`src/rtl/hwloop_pkg.sv`:
```
// Shared definitions for the counted-loop sequencer.
package hwloop_pkg;
    localparam int DEPTHS = 2;

    // Source chosen for the next fetch address.
    typedef enum logic [1:0] {
        SRC_SEQ   = 2'd0,
        SRC_INNER = 2'd1,
        SRC_OUTER = 2'd2
    } addr_src_e;
endpackage

```
`src/rtl/hwloop_depth.sv`:
```
// One loop depth: holds start address and remaining count.
// Assumes load has priority over a step in the same cycle.
module hwloop_depth #(
    parameter int AW = 32,
    parameter int CW = 16
) (
    input  logic          clk,
    input  logic          rst_n,
    input  logic          load,
    input  logic [AW-1:0] load_start,
    input  logic [CW-1:0] load_count,
    input  logic          step,
    output logic [AW-1:0] start_q,
    output logic [CW-1:0] count_q,
    output logic          again
);
    localparam logic [CW-1:0] ONE = CW'(1);

    // Another pass remains only while the count is above one.
    always_comb again = (count_q > ONE);

    // Register update: reset, load, or step toward zero.
    always_ff @(posedge clk) begin
        if (!rst_n) begin
            start_q <= '0;
            count_q <= '0;
        end else if (load) begin
            start_q <= load_start;
            count_q <= load_count;
        end else if (step) begin
            count_q <= again ? (count_q - ONE) : '0;
        end
    end
endmodule

```
`src/rtl/hwloop_arb.sv`:
```
// Nesting decision: inner depth first, outer acts only on the inner's last pass.
// Assumes end flags are meaningful only with fetch_valid.
module hwloop_arb
    import hwloop_pkg::*;
(
    input  logic      fetch_valid,
    input  logic      end_in,
    input  logic      end_out,
    input  logic      again_in,
    input  logic      again_out,
    output logic      step_in,
    output logic      step_out,
    output addr_src_e src
);
    // Decide which depths step and where fetch goes.
    always_comb begin
        step_in  = fetch_valid && end_in;
        step_out = fetch_valid && end_out && !(end_in && again_in);
        if (step_in && again_in)
            src = SRC_INNER;
        else if (step_out && again_out)
            src = SRC_OUTER;
        else
            src = SRC_SEQ;
    end
endmodule

```
`src/rtl/hwloop_ctrl.sv`:
```
// Top: two loop depths, nesting arbiter, next-address select and read-back.
// Assumes the fetch stage supplies seq_addr for the current packet.
module hwloop_ctrl
    import hwloop_pkg::*;
#(
    parameter int AW = 32,
    parameter int CW = 16
) (
    input  logic          clk,
    input  logic          rst_n,
    input  logic          ld_valid,
    input  logic          ld_depth,
    input  logic [AW-1:0] ld_start,
    input  logic [CW-1:0] ld_count,
    input  logic          fetch_valid,
    input  logic          end_in,
    input  logic          end_out,
    input  logic [AW-1:0] seq_addr,
    output logic [AW-1:0] next_addr,
    input  logic          rb_depth,
    output logic [AW-1:0] rb_start,
    output logic [CW-1:0] rb_count
);
    logic [AW-1:0] start_q [DEPTHS];
    logic [CW-1:0] cnt_q   [DEPTHS];
    logic          again   [DEPTHS];
    logic          step    [DEPTHS];
    addr_src_e     src;

    // Instantiate one register set per depth.
    for (genvar d = 0; d < DEPTHS; d++) begin : g_depth
        hwloop_depth #(.AW(AW), .CW(CW)) u_depth (
            .clk        (clk),
            .rst_n      (rst_n),
            .load       (ld_valid && (int'(ld_depth) == d)),
            .load_start (ld_start),
            .load_count (ld_count),
            .step       (step[d]),
            .start_q    (start_q[d]),
            .count_q    (cnt_q[d]),
            .again      (again[d])
        );
    end

    hwloop_arb u_arb (
        .fetch_valid (fetch_valid),
        .end_in      (end_in),
        .end_out     (end_out),
        .again_in    (again[0]),
        .again_out   (again[1]),
        .step_in     (step[0]),
        .step_out    (step[1]),
        .src         (src)
    );

    // Next fetch address mux.
    always_comb begin
        unique case (src)
            SRC_INNER: next_addr = start_q[0];
            SRC_OUTER: next_addr = start_q[1];
            default:   next_addr = seq_addr;
        endcase
    end

    // Read-back mux for context save.
    always_comb begin
        rb_start = start_q[rb_depth];
        rb_count = cnt_q[rb_depth];
    end
endmodule

```
`config.mk`:
```
export PLATFORM = sky130hd
export DESIGN_NAME = hwloop_ctrl
export DESIGN_NICKNAME = d
export VERILOG_FILES = /design/src/rtl/hwloop_pkg.sv /design/src/rtl/hwloop_depth.sv /design/src/rtl/hwloop_arb.sv /design/src/rtl/hwloop_ctrl.sv
export SDC_FILE = /design/constraint.sdc
export NUM_CORES = 1
export LEC_CHECK = 0
export BUFFER_PORTS_ARGS = -buffer_cell sky130_fd_sc_hd__buf_4
export CORE_MARGIN = 5
export CORE_UTILIZATION = 54
export CTS_BUF_LIST = sky130_fd_sc_hd__clkbuf_8
export CTS_CLUSTER_SIZE = 28
export DETAILED_ROUTE_END_ITERATION = 10
export PLACE_DENSITY = 0.83
export SLEW_MARGIN = 5
export SYNTH_ARGS = -nofsm -noshare
export SYNTH_HDL_FRONTEND = slang
export SYNTH_HIERARCHICAL = 1
export SYNTH_SLANG_ARGS = --single-unit
export TNS_END_PERCENT = 1
```
`constraint.sdc`:
```
create_clock -name clk -period 3.03 [get_ports clk]
set_input_delay 0.303 -clock clk [delete_from_list [all_inputs] [get_ports clk]]
set_output_delay 0.303 -clock clk [all_outputs]
set_load 0.01 [all_outputs]
```
# Yosys cells after proc, flatten, opt, wreduce, memory -nomap -nowiden
# Index checks and enable logic that the tools add are counted.
dict set report totals {
  inputBits 88
  regBits 96
  elab_cells 39
  out_inout_bits 80
}
dict set report classes {
  reduce_logical 11
  n_bitwise 2
  add_sub_neg 2
  muxes 15
  order_cmp 3
  n_eq_ne 2
}
# op n
set op_table {}
lappend op_table {{$mux 16} 9}
lappend op_table {{$mux 32} 3}
lappend op_table {{$pmux 32 s2} 1}
lappend op_table {{$gt 16x1->1 const B} 2}
lappend op_table {{$sub 16x1->16 const B} 2}
lappend op_table {{$logic_and 1x1->1} 8}
lappend op_table {{$mux 2} 2}
lappend op_table {{$reduce_bool 2->1} 2}
lappend op_table {{$eq 2x1->1 const B} 1}
lappend op_table {{$eq 2x2->1 const B} 1}
lappend op_table {{$ge 2x2->1 const B} 1}
lappend op_table {{$not 1->2} 1}
lappend op_table {{$logic_not 1->1} 1}
lappend op_table {{$not 1->1} 1}

# Logic depth before layout (Yosys ltp)
# Gate-level depths: netlist (run 1).
dict set report depth {
  ltp_word 9
  ltp_mapped 13
  ltp_nobuf 12
}

# Hierarchy
# The synthesis (run 1) kept the hierarchy.
# module seq_area_each_um2 n_inst area_per_inst_um2 cells_per_inst
set modules_own_cells {}
lappend modules_own_cells {hwloop_depth 960.9 2 2094.5 231}
lappend modules_own_cells {hwloop_ctrl 0.0 1 1283.7 168}
lappend modules_own_cells {hwloop_arb 0.0 1 33.8 5}

# Worst setup path before layout (run 1)
# OpenSTA, ideal clock, no wires.
dict set report synth_timing {
  path_type {register -> register}
  from {reg g_depth[0].u_depth.count_q[4]}
  to {reg g_depth[1].u_depth.count_q[7]}
  required_ps 2908
  path_slack_ps 360
  arrival_ps 2547
  synth_period_minus_slack_ps 2670
  setup_ps 122
  stages_incl_launch_ff 11
  path_cell_list {dfxtp_1 -> or4_4 -> nand4b_1 -> nand2_1 -> and3_1 -> clkbuf_1 -> nor2_1 -> or4_2 -> nor2_1 -> xnor2_1 -> o21ai_0}
}
# item line
set synth_rtl {}
lappend synth_rtl {{start: declaration} hwloop_depth.sv:14} ;# output logic [CW-1:0] count_q,
lappend synth_rtl {{start signal: assignment} hwloop_depth.sv:29} ;# count_q <= load_count;
lappend synth_rtl {{start signal: assignment} hwloop_depth.sv:31} ;# count_q <= again ? (count_q - ONE) : '0;
lappend synth_rtl {{end signal: assignment} hwloop_depth.sv:29}
lappend synth_rtl {{end signal: assignment} hwloop_depth.sv:31}
lappend synth_rtl {{end: declaration} hwloop_depth.sv:14}

==> metrics, run 1 <==
Core Util, Final=80.0%; Pwr per Cell Area=484 nW/um2; fraction of layout cells with a size suffix above 1=46.7%; cell family with most CP delay=simple AND/OR/NAND/NOR gates; IO Pins=168; largest net degree at the start of global routing=49; worst-path cell chain=or4_4 -> nand4b_1 -> buf_4 -> and3_4 -> inv_4 -> ha_4 -> buf_12 -> buf_6 -> buf_16 -> o21ai_2 -> buf_4; WS Path Type=flip-flop to output pin; worst skew pair latency=380 ps; RSZ-0062 raised after global routing=yes; Avg WL per Cell=23.3 um; Least-Margin Pin Slew=827 ps; multi-input logic area=3720 um2; clock root buffer=clkbuf_8; maximum VDD drop=0.000450 V; Slowest-stage cell, CP=or4_4; setup ws final=-190 ps; vias per cell=6.39; Final Hold Viols=0; capturing element type of the critical path=output pin; Post-synth top flop=dfxtp_1; fin crit share=106%; FF+latch area=1940 um2; core area=9860 um2; first-pass GRT wire length=33.2 mm; Sink Count=96; critical path peak fanout=8; Post-synth EDFFs=0; Max Slew Vio Count=0; total of warnings raised by yosys=6; Cell variety after synth=42; initial antenna violation count=0; minimum clock period=3220 ps; RePlAce Congestion=0.980; Routed Antenna Nets=0; final setup violation count=32; total CTS buffers=9; Post-Layout Cell Count=949; vias in the first global route=6059; Max Cap Viol=0; post-synth net total=729; area delta synth->final=43.3%; DR DRC count=0; GR Overflow Total=0; Starting Density=55.8%; metal2 WL=10.7 mm; fill count=542; status=complete, but fails checks; leakage power=3.36 nW; slowest stage delay, CP=550 ps; CTS tree=done; asr flop ratio synth=0%; Mapped Avg Cell Area=8.67 um2; # rows=36; failing checks=negative setup slack; H-tree levels=3; uppermost routed layer=met4; Critical Path Source Type=flip-flop; DRT Pass-1 Iters=7; Die Width=111 um; Clock Skew=14.6 ps; die area=12300 um2; mapped cell area=5510 um2; synthesis-stage register bit count=96; Ant. Diodes=0; Seq/Total Area, Yosys=34.9%; Vias=6061; Routed met3 length=2.06 mm; Die H=111 um; Initial DRC Count=515; fin nets=905; Metal-1 WL=8.23 mm; GRT Total Usage=33.8%; placed insts=906; max-slew headroom at the worst pin=44.9%; clk buf depth=2; Required @ worst endpoint=2730 ps; CP most frequent cell=buf_4; worst path bufs/invs=6; Post-DP HPWL=12.8 mm; HP Class=primary input to flip-flop; PortBufs=167; CP Data Arrival Time=2920 ps; final WL=22.1 mm; Syn Inst Count=635; clk slew on worst S/H paths=100 ps; Peak Freq=311 MHz; CTS Hold Bufs=0
## metal layers
layer	GRT usage, %	vias to the layer above
met3	7.10	84
met1	40.0	2893
met2	58.0	441
li1	-	2643
met5	0	-
met4	16.3	0
## final timing paths
path | slack (ps) | endpoint | start | depth (start not counted)
hold / removal | 160 | g_depth[0].u_depth/count_q[8] | ld_count[8] | 3
setup reg to reg | 320 | g_depth[1].u_depth/count_q[7] | g_depth[0].u_depth/count_q[5] | 9
setup / recovery | -190 | next_addr[11] | g_depth[0].u_depth/count_q[5] | 11
hold reg to reg | 550 | g_depth[0].u_depth/start_q[9] | g_depth[0].u_depth/start_q[9] | 2
## area by class of cell
class,count,area share (%)
sequential,96,24.6
multi-input combinational,485,47.2
timing repair buffer,207,22.9
clock inverter,5,0.698
inverter,12,0.634
tap,133,2.11
clock buffer,11,1.92
## stage by stage
step                      power [mW]  worst slack, ps  TNS (ps)  area (um2)  hold WS [ps]
final                           3.82             -190     -4900        7890           160
after global placement          2.50              101         0        6880           494
after floorplan                 2.08              360         0        5510           441
after detailed placement        2.52            -8.88     -8.88        6880           509
after CTS                       3.72            -31.2      -424        7800           156
after global routing            3.96             -225     -5920        7890           141
## kinds of logic (layout without fill, tap and decap cells)
group | count (synthesis) | in the layout | synth area share, %
and+or+nand+nor | 207 | 207 | 18.3
AOI/OAI and AO/OA | 142 | 142 | 15.5
muxes | 112 | 112 | 22.8
DFF | 96 | 96 | 34.9
buffers and inverters | 54 | 235 | 4.32
xor gates and xnor gates | 18 | 18 | 2.86
adders and majority gates | 6 | 6 | 1.36
## Yosys cell counts, drive strengths merged (4+ instances only)
library cell  count  area, um2
clkbuf           23       86.3
mux2i            64        641
nor2             74        278
and3             12       76.3
xnor2            18        158
o31ai             6       45.0
or2               4       25.0
o21ai            60        300
buf              19        106
nand3            16       80.1
and2              8       51.3
nand2            49        184
a21oi            26        130
dfxtp            96       1920
or4              14        123
a22oi            32        240
ha                6       75.1
o21a              6       45.0
o22ai             4       25.0
inv              12       45.1
nor3             12       60.1
nor4              6       37.5
mux2             48        616
## worst register-to-register path: cells and delay by family (launching register included)
family | cells | cell delay, ps
flops | 1 | 350
xor+xnor | 1 | 130
compound gates | 1 | 100
simple gates | 7 | 2040
## power breakdown
part / total (mW) / switching (mW) / leakage (nW) / internal [mW]
combinational: 1.47 / 0.731 / 2.47 / 0.736
sequential: 1.45 / 0.109 / 0.790 / 1.35
clock: 0.895 / 0.469 / 0.107 / 0.426
total: 3.82 / 1.31 / 3.36 / 2.51
## state kept, by name, summed over array words and instances, names as in the netlist
register and flops:
g_depth.u_depth/count_q 32, g_depth.u_depth/start_q 64
## placed cells by master, fill, tap and decap left out, types with 3 or more instances in the layout
master | synthesis | final
inv_2 | 2 | 3
buf_4 | 0 | 189
dfxtp_4 | 0 | 3
a22oi_2 | 0 | 23
ha_4 | 0 | 3
nor4_1 | 6 | 6
buf_12 | 0 | 6
buf_6 | 3 | 4
a21oi_1 | 26 | 26
or4_4 | 4 | 4
nand3_1 | 16 | 16
and2_1 | 7 | 6
nor2_1 | 74 | 74
o21ai_2 | 0 | 29
clkbuf_8 | 0 | 11
o21ai_4 | 0 | 3
mux2i_1 | 64 | 64
o22ai_1 | 4 | 4
o21a_1 | 6 | 6
inv_1 | 10 | 8
nand2_2 | 0 | 14
nand2_1 | 49 | 34
nor3_1 | 12 | 12
or2_2 | 4 | 3
dfxtp_1 | 96 | 89
xnor2_1 | 18 | 18
mux2_4 | 20 | 20
a22oi_1 | 32 | 9
o21ai_0 | 60 | 28
or4_1 | 8 | 8
o31ai_1 | 6 | 6
and3_1 | 11 | 11
mux2_2 | 28 | 28
buf_16 | 0 | 7
dfxtp_2 | 0 | 4
## repair_timing
item,4_1_cts,5_1_grt
gates resized for setup,121,24
pin swaps,31,5
buffers inserted,18,1
endpoints found under the setup margin,32,32
gates cloned,8,0
No activity file was read; power rests on OpenSTA's default activity.
==> run 2, diff against run 1 <==
--- a/config.mk
+++ b/config.mk
@@ -12,6 +12,7 @@
 export CTS_CLUSTER_SIZE = 28
 export DETAILED_ROUTE_END_ITERATION = 10
 export PLACE_DENSITY = 0.83
+export RECOVER_POWER = 100
 export SLEW_MARGIN = 5
 export SYNTH_ARGS = -nofsm -noshare
 export SYNTH_HDL_FRONTEND = slang
==> metrics, run 2 (synthesis gave the netlist of run 1 again) <==
status=complete, but fails checks (unchanged); failing checks=negative setup slack (unchanged); Hold EP=g_depth[0].u_depth/count_q[8] (unchanged); Worst Hold Launch=ld_count[8] (unchanged); clk slew on worst S/H paths=100 ps (about the same); Max Slew Vio Count=0 (unchanged); RePlAce Congestion=0.980 (unchanged); Routed Antenna Nets=0 (unchanged); placed insts=906 (unchanged); clk buf depth=2 (unchanged); Final Hold Viols=0 (unchanged); vias per cell=6.37 (was 6.39); area delta synth->final=43.2% (was 43.3%); Ant. Diodes=0 (unchanged); critical path peak fanout=8 (unchanged); Die Width=111 um (unchanged); Starting Density=55.8% (unchanged); Critical Path Source Type=flip-flop (unchanged); Clock Skew=14.4 ps (was 14.6 ps); Slowest-stage cell, CP=or4_4 (unchanged); Final Cell Area=7890 um2 (about the same); CTS Hold Bufs=0 (unchanged); Required @ worst endpoint=2730 ps (about the same); Sink Count=96 (unchanged); setup_tns=-4820 ps (was -4900 ps); maximum VDD drop=0.000450 V (about the same); die area=12300 um2 (unchanged); setup ws final=-188 ps (was -190 ps); leakage power=3.36 nW (about the same); RSZ-0062 raised after global routing=yes (unchanged); WS Path Type=flip-flop to output pin (unchanged); first-pass GRT wire length=33.2 mm (unchanged); fraction of layout cells with a size suffix above 1=46.3% (was 46.7%); Initial DRC Count=471 (was 515); worst skew pair latency=380 ps (about the same); fill count=544 (was 542); Max Cap Viol=0 (unchanged); fin crit share=106% (about the same); clock root buffer=clkbuf_8 (unchanged); final WL=22.1 mm (unchanged); DR DRC count=0 (unchanged); multi-input logic area=3720 um2 (unchanged); CP most frequent cell=buf_4 (unchanged); worst-path cell chain=or4_4 -> nand4b_1 -> buf_4 -> and3_4 -> inv_4 -> ha_4 -> buf_12 -> buf_6 -> buf_16 -> o21ai_2 -> buf_4 (unchanged); Avg WL per Cell=23.3 um (unchanged); capturing element type of the critical path=output pin (unchanged); hold depth=3 (unchanged); HP Class=primary input to flip-flop (unchanged); vias in the first global route=6059 (unchanged); total CTS buffers=9 (unchanged); DRT Pass-1 Iters=6 (was 7); fin nets=905 (unchanged); commonest non-fill, non-tap cell in the layout=buf_4 (unchanged); Pwr per Cell Area=484 nW/um2 (about the same); H-tree levels=3 (unchanged); RR Endpoint=g_depth[1].u_depth/count_q[7] (unchanged); FF+latch area=1940 um2 (unchanged); max-slew headroom at the worst pin=8.78% (was 44.9%); CTS tree=done (unchanged); # rows=36 (unchanged); worst r2r path cells=9 (unchanged); pre-CTS WS=-8.88 ps (unchanged); CP Data Arrival Time=2910 ps (was 2920 ps); initial antenna violation count=0 (unchanged); DP Area=6880 um2 (unchanged); final setup violation count=32 (unchanged); GRT Total Usage=33.8% (unchanged); RR Startpoint=g_depth[0].u_depth/count_q[5] (unchanged); leading registers by flop count=g_depth.u_depth/start_q (64), g_depth.u_depth/count_q (32) (unchanged); Top reg by flops=g_depth.u_depth/start_q (unchanged); most frequent cells in the layout=buf_4 (188), dfxtp_1 (89), nor2_1 (74) (was buf_4 (189), dfxtp_1 (89), nor2_1 (74)); IO Pins=168 (unchanged); slowest stage delay, CP=550 ps (about the same); PortBufs=167 (unchanged); GR Overflow Total=0 (unchanged); Tot Pwr=3.82 mW (about the same); core area=9860 um2 (unchanged); largest net degree at the start of global routing=49 (unchanged); minimum clock period=3220 ps (about the same); Least-Margin Pin Slew=1370 ps (was 827 ps); Post-DP HPWL=12.8 mm (unchanged); r2r setup slk=320 ps (about the same); Peak Freq=311 MHz (about the same); max reg flops=64 (unchanged); Vias=6044 (was 6061); Die H=111 um (unchanged); Post-Layout Cell Count=949 (unchanged)
-- run 2: area by class of cell --
class                           instances  area share [%]
Timing Repair Buffer                  207            22.9
Clock buffer                           11            1.92
Inverter                               12           0.635
Clock inverter                          5           0.698
Multi-Input combinational cell        485            47.2
Sequential cell                        96            24.6
Tap cell                              133            2.11
-- run 2: how the worst max path moves through the flow --
stage                                    endpoint  slack [ps]                          start  depth (start not counted)
floorplan           g_depth[1].u_depth/count_q[7]         360  g_depth[0].u_depth/count_q[4]                         10
global placement                    next_addr[13]         100  g_depth[0].u_depth/count_q[0]                         13
detailed placement                  next_addr[13]          -9  g_depth[0].u_depth/count_q[0]                         13
CTS                                 next_addr[30]         -30  g_depth[0].u_depth/count_q[5]                         11
global route                        next_addr[11]        -220  g_depth[0].u_depth/count_q[5]                         11
finish                              next_addr[11]        -190  g_depth[0].u_depth/count_q[5]                         11
-- run 2: report_power, final --
part / total [mW] / internal [mW] / switching (mW) / leakage [nW]
logic: 1.46 / 0.736 / 0.729 / 2.47
clock network: 0.898 / 0.426 / 0.472 / 0.107
registers: 1.45 / 1.35 / 0.109 / 0.790
total: 3.82 / 2.51 / 1.31 / 3.36
-- run 2: through the flow --
step	util (%)	hold slack (ps)
5_1_grt	80.0	141
4_1_cts	79.0	156
3_5_place_dp	69.7	509
6_report	80.0	156
2_1_floorplan	-	441
3_3_place_gp	69.7	494
-- run 2: metal layers --
layer	up-vias	routed length (um)	GRT usage, %
li1	2643	-	-
met1	2880	8120	40.0
met2	433	10700	58.0
met3	88	2130	7.10
met4	0	1150	16.3
met5	-	0	0
-- run 2: what timing repair did --
item | CTS | global route
gates cloned | 8 | 0
gates resized for setup | 121 | 24
hold endpoints to repair | 0 | 0
pin swaps | 31 | 5
buffers inserted | 18 | 1
setup endpoints to repair | 32 | 32
-- run 2: critical path: cells and delay by family, from the launching register on --
family                   cells  cell delay (ps)
AO/OA/AOI/OAI                1              160
adder cells (fa/ha/maj)      1              210
buffers and inverters        6              830
flip-flops                   1              350
AND/OR/NAND/NOR              3              960
==> run 3, diff against run 2 <==
--- a/config.mk
+++ b/config.mk
@@ -6,12 +6,12 @@
 export NUM_CORES = 1
 export LEC_CHECK = 0
 export BUFFER_PORTS_ARGS = -buffer_cell sky130_fd_sc_hd__buf_4
+export CAP_MARGIN = 10
 export CORE_MARGIN = 5
-export CORE_UTILIZATION = 54
+export CORE_UTILIZATION = 40
 export CTS_BUF_LIST = sky130_fd_sc_hd__clkbuf_8
 export CTS_CLUSTER_SIZE = 28
 export DETAILED_ROUTE_END_ITERATION = 10
-export PLACE_DENSITY = 0.83
 export RECOVER_POWER = 100
 export SLEW_MARGIN = 5
 export SYNTH_ARGS = -nofsm -noshare
==> metrics, run 3 (synthesis gave the netlist of run 1 again) <==
minimum clock period=3080 ps (was 3220 ps); Required @ worst endpoint=2730 ps (about the same); RePlAce Congestion=0.845 (was 0.980); CTS tree=done (unchanged); Avg WL per Cell=19.8 um (was 23.3 um); worst path bufs/invs=3 (was 6); CP Data Arrival Time=2780 ps (was 2910 ps); Slowest-stage cell, CP=or4_4 (unchanged); Vias=5481 (was 6044); leakage power=3.19 nW (was 3.36 nW); fin crit share=102% (was 106%); status=complete, but fails checks (unchanged); leading registers by flop count=g_depth.u_depth/start_q (64), g_depth.u_depth/count_q (32) (unchanged); PortBufs=167 (unchanged); critical path peak fanout=8 (unchanged); failing checks=max-capacitance violations, max-slew violations, negative setup slack (was negative setup slack); core area=13300 um2 (was 9860 um2); RSZ-0062 raised after global routing=yes (unchanged); max-slew headroom at the worst pin=-29.5% (was 8.78%); die area=16200 um2 (was 12300 um2); Die H=127 um (was 111 um); Sink Count=96 (unchanged); Starting Density=41.3% (was 55.8%); maximum VDD drop=0.000244 V (was 0.000450 V); most frequent cells in the layout=buf_4 (186), dfxtp_1 (89), nor2_1 (74) (was buf_4 (188), dfxtp_1 (89), nor2_1 (74)); IO Pins=168 (unchanged); placed insts=951 (was 906); commonest non-fill, non-tap cell in the layout=buf_4 (unchanged); vias per cell=5.55 (was 6.37); Tot Pwr=3.48 mW (was 3.82 mW); Least-Margin Pin Slew=1940 ps (was 1370 ps); fraction of layout cells with a size suffix above 1=39.0% (was 46.3%); setup ws final=-49.0 ps (was -188 ps); slowest stage delay, CP=520 ps (was 550 ps); worst skew pair latency=380 ps (about the same); Final Hold Viols=0 (unchanged); Initial DRC Count=295 (was 471); hold depth=3 (unchanged); Routed Antenna Nets=0 (unchanged); area delta synth->final=36.7% (was 43.2%); vias in the first global route=5549 (was 6059); GRT Total Usage=23.6% (was 33.8%); max reg flops=64 (unchanged); Post-Layout Cell Count=987 (was 949); GR Overflow Total=0 (unchanged); final setup violation count=4 (was 32); # rows=42 (was 36); CTS Hold Bufs=0 (unchanged); Die Width=127 um (was 111 um); largest net degree at the start of global routing=49 (unchanged); capturing element type of the critical path=output pin (unchanged); HP Class=primary input to flip-flop (unchanged); DR DRC count=0 (unchanged); final WL=19.6 mm (was 22.1 mm); CP Depth=10 (was 11); clk buf depth=2 (unchanged); Ant. Diodes=0 (unchanged); total CTS buffers=9 (unchanged); Top reg by flops=g_depth.u_depth/start_q (unchanged); Pwr per Cell Area=462 nW/um2 (was 484 nW/um2); clk slew on worst S/H paths=90 ps (was 100 ps); Post-DP HPWL=13.3 mm (was 12.8 mm); pre-CTS WS=79.6 ps (was -8.88 ps); fin nets=900 (was 905); WS Path Type=flip-flop to output pin (unchanged); r2r setup slk=330 ps (was 320 ps); Max Cap Viol=2 (was 0); clock root buffer=clkbuf_8 (unchanged); Peak Freq=325 MHz (was 311 MHz); DRT Pass-1 Iters=7 (was 6); Clock Skew=9.47 ps (was 14.4 ps); worst-path cell chain=or4_4 -> nand4b_1 -> nand2_1 -> and4_4 -> buf_6 -> ha_4 -> buf_12 -> a22oi_2 -> o21ai_1 -> buf_4 (was or4_4 -> nand4b_1 -> buf_4 -> and3_4 -> inv_4 -> ha_4 -> buf_12 -> buf_6 -> buf_16 -> o21ai_2 -> buf_4); initial antenna violation count=0 (unchanged); Critical Path Source Type=flip-flop (unchanged); Max Slew Vio Count=62 (was 0); cell family with most CP delay=simple AND/OR/NAND/NOR gates (unchanged); H-tree levels=3 (unchanged); worst r2r path cells=10 (was 9); first-pass GRT wire length=30.4 mm (was 33.2 mm)
[run 3: cell count changes in the layout (fill, tap and decap cells not counted), moves of 5 or more]
cell / before / now
o21ai_1: 0 / 27
o21ai_2: 29 / 2
nand2_1: 34 / 49
nand2_2: 14 / 0
mux2_1: 0 / 13
mux2_4: 20 / 7
inv_2: 1 / 7
buf_16: 7 / 2
inv_1: 10 / 5
[run 3: cell type report]
type | count | area (um2)
clock inverters | 5 | 31.3
repair buffers | 202 | 1660
flip-flops and latches | 96 | 1940
multi-input cells | 485 | 3480
fillers | 1271 | 5820
inverters | 12 | 45.0
clock buffers | 11 | 151
well taps | 176 | 220
[run 3: worst reg2reg max path: stages (launching register included)]
cell and delay (ps):
dfxtp_4 360, or4_4 520, nand4b_1 250, nand2_1 140, and3_1 280, buf_4 180
inv_1 50, or4_1 380, o21ai_0 150, o21ai_0 90, o21a_1 190
[run 3: what timing repair did]
action | CTS | global route
setup buffers | 15 | 1
setup endpoints to repair | 32 | 32
cloned | 4 | 2
resized for setup | 64 | 29
pin swaps | 11 | 14
[run 3: worst paths after layout]
check	from	end
setup / recovery	g_depth[0].u_depth/count_q[5]	next_addr[1]
setup reg to reg	g_depth[0].u_depth/count_q[5]	g_depth[1].u_depth/count_q[13]
hold reg to reg	g_depth[0].u_depth/start_q[4]	g_depth[0].u_depth/start_q[4]
hold / removal	ld_start[24]	g_depth[1].u_depth/start_q[24]
[run 3: power by group]
part           total (mW)  internal, mW  switching, mW
Clock               0.815         0.341          0.474
Sequential           1.44          1.35         0.0941
Combinational        1.23         0.624          0.602
Total                3.48          2.31           1.17
[run 3: metal layers]
metal	track usage, %	wire length (um)
met1	29.5	8170
met2	39.8	9690
met3	6.14	1350
met4	7.44	376
met5	0	0
[run 3: stage by stage]
stage / hold slack, ps / utilization, % / setup TNS, ps / cell area (um2)
after floorplan: 441 / - / 0 / 5510
after global placement: 492 / 52.1 / 0 / 6960
after detailed placement: 508 / 52.1 / 0 / 6960
after CTS: 146 / 56.4 / -2230 / 7530
after global routing: 163 / 56.4 / -3820 / 7530
final: 165 / 56.4 / -68.2 / 7530
